--- config.mk ---
export PLATFORM = sky130hd
export DESIGN_NAME = antival_monitor
export DESIGN_NICKNAME = d
export VERILOG_FILES = /design/src/rtl/av_pkg.sv /design/src/rtl/av_sync.sv /design/src/rtl/av_disc_timer.sv /design/src/rtl/av_out_ctrl.sv /design/src/rtl/antival_monitor.sv
export SDC_FILE = /design/constraint.sdc
export NUM_CORES = 1
export LEC_CHECK = 0
export BUFFER_PORTS_ARGS = -buffer_cell sky130_fd_sc_hd__buf_2
export CAP_MARGIN = 20
export CORE_UTILIZATION = 45
export DETAILED_ROUTE_END_ITERATION = 8
export PLACE_DENSITY = 0.78
export SLEW_MARGIN = 10
export SYNTH_ARGS = -nofsm -noshare
export SYNTH_HDL_FRONTEND = slang
export SYNTH_SLANG_ARGS = --single-unit
--- constraint.sdc ---
create_clock -name clk -period 2.8 [get_ports clk]
set_input_delay 0.28 -clock clk [delete_from_list [all_inputs] [get_ports clk]]
set_output_delay 0.28 -clock clk [all_outputs]
set_load 0.005 [all_outputs]
--- src/rtl/av_pkg.sv ---
package av_pkg;
  typedef enum logic [1:0] {
    MS_TRACK = 2'd0,
    MS_HOLD  = 2'd1,
    MS_FAULT = 2'd2
  } mon_state_t;

  localparam int unsigned NUM_CH = 2;
  localparam int unsigned CH_A   = 0;
  localparam int unsigned CH_B   = 1;
endpackage

--- src/rtl/av_sync.sv ---
module av_sync #(
  parameter int unsigned STAGES  = 2,
  parameter logic        RST_VAL = 1'b0
) (
  input  logic clk,
  input  logic rst,
  input  logic d_in,
  output logic q_out
);
  logic [STAGES-1:0] chain_q;

  generate
    if (STAGES < 2) begin : g_single
      always_ff @(posedge clk) begin
        if (rst) chain_q <= RST_VAL;
        else     chain_q <= d_in;
      end
    end else begin : g_chain
      always_ff @(posedge clk) begin
        if (rst) chain_q <= {STAGES{RST_VAL}};
        else     chain_q <= {chain_q[STAGES-2:0], d_in};
      end
    end
  endgenerate

  assign q_out = chain_q[STAGES-1];
endmodule

--- src/rtl/av_disc_timer.sv ---
module av_disc_timer #(
  parameter int unsigned DISC_W = 16
) (
  input  logic              clk,
  input  logic              rst,
  input  logic              mismatch,
  input  logic              run_en,
  input  logic [DISC_W-1:0] limit,
  output logic              expire
);
  localparam logic [DISC_W-1:0] CNT_MAX = {DISC_W{1'b1}};

  logic [DISC_W-1:0] elapsed_q;

  // elapsed_q counts discrepancy cycles already tolerated
  always_ff @(posedge clk) begin
    if (rst || !run_en || !mismatch) begin
      elapsed_q <= '0;
    end else if (elapsed_q != CNT_MAX) begin
      elapsed_q <= elapsed_q + 1'b1;
    end
  end

  assign expire = run_en && mismatch && (elapsed_q >= limit);
endmodule

--- src/rtl/av_out_ctrl.sv ---
module av_out_ctrl
  import av_pkg::*;
(
  input  logic clk,
  input  logic rst,
  input  logic a_s,
  input  logic mismatch,
  input  logic expire,
  input  logic fault_clr,
  output logic run_en,
  output logic safe_out,
  output logic fault_latched
);
  mon_state_t state_q;

  always_ff @(posedge clk) begin
    if (rst) begin
      state_q       <= MS_TRACK;
      safe_out      <= 1'b0;
      fault_latched <= 1'b0;
    end else begin
      unique case (state_q)
        MS_TRACK, MS_HOLD: begin
          if (expire) begin
            state_q       <= MS_FAULT;
            safe_out      <= 1'b0;
            fault_latched <= 1'b1;
          end else if (mismatch) begin
            state_q <= MS_HOLD;
          end else begin
            state_q  <= MS_TRACK;
            safe_out <= a_s;
          end
        end
        MS_FAULT: begin
          if (fault_clr && !mismatch) begin
            state_q       <= MS_TRACK;
            fault_latched <= 1'b0;
            safe_out      <= a_s;
          end else begin
            safe_out <= 1'b0;
          end
        end
        default: begin
          state_q       <= MS_FAULT;
          safe_out      <= 1'b0;
          fault_latched <= 1'b1;
        end
      endcase
    end
  end

  assign run_en = (state_q != MS_FAULT);
endmodule

--- src/rtl/antival_monitor.sv ---
module antival_monitor
  import av_pkg::*;
#(
  parameter int unsigned DISC_W      = 16,
  parameter int unsigned SYNC_STAGES = 2
) (
  input  logic              clk,
  input  logic              rst,
  input  logic              ch_a_in,
  input  logic              ch_b_in,
  input  logic [DISC_W-1:0] disc_cycles,
  input  logic              fault_clr,
  output logic              safe_out,
  output logic              fault_latched
);
  localparam logic [NUM_CH-1:0] SYNC_RST = 2'b10;

  logic [NUM_CH-1:0] raw_pair;
  logic [NUM_CH-1:0] sync_pair;
  logic              a_sync;
  logic              b_sync;
  logic              pair_equal;
  logic              disc_expire;
  logic              timer_run;

  assign raw_pair[CH_A] = ch_a_in;
  assign raw_pair[CH_B] = ch_b_in;

  generate
    for (genvar ch = 0; ch < NUM_CH; ch++) begin : g_sync
      av_sync #(
        .STAGES  (SYNC_STAGES),
        .RST_VAL (SYNC_RST[ch])
      ) u_sync (
        .clk   (clk),
        .rst   (rst),
        .d_in  (raw_pair[ch]),
        .q_out (sync_pair[ch])
      );
    end
  endgenerate

  assign a_sync     = sync_pair[CH_A];
  assign b_sync     = sync_pair[CH_B];
  assign pair_equal = (a_sync == b_sync);

  av_disc_timer #(
    .DISC_W (DISC_W)
  ) u_timer (
    .clk      (clk),
    .rst      (rst),
    .mismatch (pair_equal),
    .run_en   (timer_run),
    .limit    (disc_cycles),
    .expire   (disc_expire)
  );

  av_out_ctrl u_ctrl (
    .clk           (clk),
    .rst           (rst),
    .a_s           (a_sync),
    .mismatch      (pair_equal),
    .expire        (disc_expire),
    .fault_clr     (fault_clr),
    .run_en        (timer_run),
    .safe_out      (safe_out),
    .fault_latched (fault_latched)
  );
endmodule

# Yosys cells after proc, flatten, opt, wreduce, memory -nomap -nowiden

Cells that the tools add are included.

Register bits: 24
Input bits: 21
Output and inout bits: 2
Word-level logic and storage cells: 37

$add $sub $neg: 1
$lt $le $gt $ge: 1
Equal/unequal tests: 8
Mux-type cells: 11
Reductions and logical operators: 10

Operators by type and width:

| cell                    | count |
|---|---|
| $add A16 B1 Y16 const B | 1 |
| $ge A16 B16 Y1          | 1 |
| $ne A16 B16 Y1 const B  | 1 |
| $mux W1                 | 6 |
| $mux W2                 | 2 |
| $ne A2 B2 Y1 const B    | 2 |
| $pmux W1 S2             | 2 |
| $pmux W2 S2             | 1 |
| $logic_and A1 B1 Y1     | 3 |
| $ne A3 B3 Y1 const B    | 1 |
| $eq A2 B1 Y1 const B    | 1 |
| $eq A2 B2 Y1 const B    | 1 |
| $logic_not A1 Y1        | 2 |
| $logic_not A2 Y1        | 1 |
| $logic_or A1 B1 Y1      | 2 |
| $ne A2 B1 Y1 const B    | 1 |
| $reduce_and A2 Y1       | 1 |
| $reduce_or A2 Y1        | 1 |
| $eq A1 B1 Y1            | 1 |

# Logic depth before layout (Yosys ltp)

Depth after elaboration: 5
Mapped depth: 7
Depth with buffers taken out: 7

# By module

Synthesis repeated with hierarchy kept, for this count alone.

Cells, all modules: 183
Area, all modules: 1460.2 sq um

By module, submodules not included:

| module          | times used | cells an instance | area each (sq um) |
|---|---|---|---|
| av_disc_timer   | 1          | 155               | 1184.9 |
| av_out_ctrl     | 1          | 19                | 161.4 |
| av_sync         | 2          | 4                 | 52.6 |
| antival_monitor | 1          | 1                 | 8.8 |

# Worst setup path after synthesis

Ideal clock, no wire load.

Kind: register to register
Start: register u_timer.elapsed_q[12]
End: register u_ctrl.state_q[0]
Data arrival time: 1623 ps
Required time: 2741 ps
Slack: 1118 ps
Stages on the path, launching flop included: 7
Buffers on the path: 0
Clock period less this slack: 1682 ps
Path through: dfxtp_1 ha_1 nand4_1 nor2_1 or4_1 a211oi_2 and2_1

Word-level cells in the longest chain between the ends: 4

RTL lines:

| what                   | line                | source |
|---|---|---|
| start, declared        | av_disc_timer.sv:13 | `logic [DISC_W-1:0] elapsed_q;` |
| start signal, assigned | av_disc_timer.sv:20 | `elapsed_q <= elapsed_q + 1'b1;` |
| $ge A16 B16 Y1         | av_disc_timer.sv:24 | `assign expire = run_en && mismatch && (elapsed_q >= limit);` |
| $logic_and A1 B1 Y1    | av_disc_timer.sv:24 |  |
| $mux W2                | av_out_ctrl.sv:24   | `if (expire) begin` |
| $pmux W2 S2            | av_out_ctrl.sv:22   | `unique case (state_q)` |
| end signal, assigned   | av_out_ctrl.sv:25   | `state_q <= MS_FAULT;` |
| end signal, assigned   | av_out_ctrl.sv:29   | `state_q <= MS_HOLD;` |
| end signal, assigned   | av_out_ctrl.sv:31   | `state_q <= MS_TRACK;` |
| end, declared          | av_out_ctrl.sv:14   | `mon_state_t state_q;` |

No other way between the ends.
A chain may end at the register's enable or synchronous reset.

# Worst setup path in the final report

Start: register u_timer.elapsed_q[5]
End: register u_ctrl.fault_latched

Word-level cells in the longest chain between the ends: 4

RTL lines:

| what                               | line                | source |
|---|---|---|
| $ge A16 B16 Y1                     | av_disc_timer.sv:24 |  |
| $logic_and A1 B1 Y1                | av_disc_timer.sv:24 |  |
| $ne A2 B2 Y1 (no source line)      | n/a                 |  |
| $reduce_and A2 Y1 (no source line) | n/a                 |  |
| end signal, assigned               | av_out_ctrl.sv:20   | `fault_latched <= 1'b0;` |
| end signal, assigned               | av_out_ctrl.sv:27   | `fault_latched <= 1'b1;` |
| end signal, assigned               | av_out_ctrl.sv:38   | `fault_latched <= 1'b0;` |
| end, declared                      | av_out_ctrl.sv:12   | `output logic fault_latched` |

No other way between the ends.

==> qor.yml <==
run_status:
  status: "finished clean"
clocking:
  ctsResizeCount: 0
  clk_latency_ps: 330
  numCtsBuffers: 3
  postCtsSetupBuffers: 0
  htree_num_levels: 1
  cts_tree: "built"
  clockBufferDepth: 2
  cts_root_buffer: "clkbuf_4"
  clk_transition_reported_paths_ps: 150
  ctsHoldBuffers: 0
  cts.sinks: 24
worst_hold_path:
  hp-class: "input port to flop"
  hp-start: "ch_b_in"
routing:
  postRouteAntennaNets: 0
  post-route-drc-count: 0
  wl_mm: 2.75
  wl_per_cell_um: 11.4
  drt_iter0_drc: 34
  vias: 1268
  via_per_inst: 5.26
  dr.pass1.iters: 4
pwr:
  ir_drop_v: 0.000143
  power_density_mw_per_mm2: 394
  p_leak_nw: 0.757
synthesis:
  syn-num-nets: 212
  synth-edff-count: 0
  synth_seq_area_share_pct: 32.9
  synth.distinct_cells: 38
  synth-seq-cells: 24
  synth_flop_cell: "dfxtp_1"
  synth_top_family_by_area: "simple AND/OR/NAND/NOR gates"
  ys_warn_count: 0
  yosysTopAreaCell: "dfxtp_1"
  muxShareOfSynthArea_pct: 0
  synth.avg_cell_area_sq_um: 8.38
  syn_inst: 174
  synth_adder_area_share_pct: 14.6
  async_flop_share_pct: 0
  synthTopCellsByArea: "dfxtp_1 (33%), ha_1 (15%), inv_1 (5.7%)"
  synth_compound_area_share_pct: 16.0
  yosys.area_share.xor_xnor_pct: 6.60
  yosysTopAreaCellShare_pct: 32.9
  yosys.area_share.simple_pct: 22.6
  syn_area_sq_mm: 0.00146
floorplanning:
  initial_core_util_pct: 47.8
  io_pins: 23
  num_rows: 20
  die_area_sq_mm: 0.00347
  core_sq_mm: 0.00305
  die_h_um: 58.9
  fp.dieW_um: 58.9
setup_path:
  startpoint: "u_timer.elapsed_q[5]$_SDFFE_PP0P_"
  worstPathRequired_ps: 3050
  critPathCaptureType: "flop"
  reg2regPathDepth: 6
  r2r_slack_ps: 890
  worstReg2RegStart: "u_timer.elapsed_q[5]$_SDFFE_PP0P_"
  crit_fanout: 7
  critPathCapture: "u_ctrl.fault_latched$_SDFFE_PP0P_"
  path_class: "flop to flop"
  timing.rr.end: "u_ctrl.fault_latched$_SDFFE_PP0P_"
  cp.arrival_ps: 2170
  cp-start-kind: "flop"
global_routing:
  track_usage_pct: 18.7
  grt_pass1_vias: 1176
  antenna_found_initial: 0
  grt_pass1_wl_mm: 4.94
  grt_max_degree: 17
  overflow: 0
sta:
  slew_viol_final: 0
  finalHoldViolations: 0
  finalCritPeriodShare_pct: 68.3
  setup_viol: 0
  layout_min_cycle_time_ps: 1910
  worstMarginPinSlew_ps: 588
  relSlewSlack_pct: 60.5
  fin_tns_setup_ps: 0
  skew_ps: 16.7
  timing.hold.ws_ps: 121
  rsz0062_at_grt: "no"
  max_freq_ghz: 0.523
final_layout:
  multi_input_area_sq_um: 872
  nFillCells: 296
  diodes: 0
  area_growth_pct: 13.8
  layout-drive-gt1-share_pct: 17.3
  final-seq-area_sq_um: 480
  fin_nets: 236
run:
  maxCapViolations: 0
placement:
  gp_congestion: 0.805
  place.detailed.hpwl_mm: 2.16
  port_buffers: 22
==> registers in the layout, indices dropped and copies added, names as in the netlist <==
signal,count
u_timer.elapsed_q,16
u_ctrl.safe_out,1
u_ctrl.fault_latched,1
g_sync.u_sync.chain_q,4
u_ctrl.state_q,2
==> layer usage <==
layer	up-vias	routed length (um)	global-route usage, %
li1	659	-	-
met1	574	1350	24.7
met2	31	1270	30.7
met3	4	90	2.64
met4	0	41	7.14
met5	-	0	0
==> cells in the mapped netlist (2+ instances only) <==
master,instances
a211o_1,2
a211oi_1,6
a21oi_1,11
a311oi_1,3
a31oi_1,3
and3_1,4
and4_2,2
clkbuf_1,2
dfxtp_1,24
ha_1,17
inv_1,22
nand2_1,15
nand3_1,5
nand4_1,3
nor2_1,14
nor2b_1,3
nor3_1,7
or2_2,2
xnor2_1,9
xor2_1,2
==> kinds of logic (layout without fill, tap and decap cells) <==
family	count (synthesis)	count (layout)
AO/OA/AOI/OAI	34	34
XOR/XNOR	11	11
adder cells (fa/ha/maj)	17	17
buffers and inverters	26	49
flip-flops	24	24
AND/OR/NAND/NOR	62	62
==> power by group <==
group / switching, mW / total, mW / internal [mW]
combinational: 0.0244 / 0.0488 / 0.0243
sequential: 0.00346 / 0.350 / 0.346
clock: 0.110 / 0.255 / 0.145
==> worst max-delay path: stages (launching register included) <==
cell and delay [ps]:
dfxtp_1 400, ha_1 310, nand2_1 50, or3_1 330, o221ai_1 340, a211oi_1 150, a311oi_1 250
==> worst min path at each step <==
stage          cells past startpoint  slack, ps                                endpoint
2_1_floorplan                      1        380  g_sync[1].u_sync.chain_q[0]$_SDFF_PP1_
3_3_place_gp                       1        390  g_sync[1].u_sync.chain_q[1]$_SDFF_PP1_
3_5_place_dp                       1        410  g_sync[1].u_sync.chain_q[1]$_SDFF_PP1_
4_1_cts                            2        120  g_sync[1].u_sync.chain_q[0]$_SDFF_PP1_
5_1_grt                            2        100  g_sync[1].u_sync.chain_q[0]$_SDFF_PP1_
6_report                           2        120  g_sync[1].u_sync.chain_q[0]$_SDFF_PP1_
==> per-stage QoR <==
stage	setup WS (ps)	cells	utilization [%]	area, sq um	power, mW
final	887	241	54.4	1660	0.653
after CTS	879	241	54.4	1660	0.655
after floorplan	1120	174	-	1460	0.384
after detailed placement	894	237	52.7	1610	0.406
after global placement	955	237	52.7	1610	0.404
after global routing	700	241	54.4	1660	0.678
==> placed cells by master (no fill, tap or decap), drive strengths merged, types with 2 or more instances in the layout <==
cell / count
dfxtp: 24
buf: 23
inv: 22
ha: 17
nand2: 15
nor2: 14
a21oi: 11
xnor2: 9
nor3: 7
a211oi: 7
nand3: 6
and3: 4
nand4: 3
a311oi: 3
a31oi: 3
nor2b: 3
clkbuf: 3
and4: 3
xor2: 2
a211o: 2
or2: 2
o21ai: 2
==> area by class of cell <==
type / instances / share of cell area [%]
Multi-Input combinational cell: 124 / 52.5
Inverter: 22 / 4.97
Tap cell: 44 / 3.32
Timing Repair Buffer: 23 / 7.08
Sequential cell: 24 / 28.9
Clock inverter: 1 / 1.81
Clock buffer: 3 / 1.36
No activity file was read; power rests on OpenSTA's default activity.
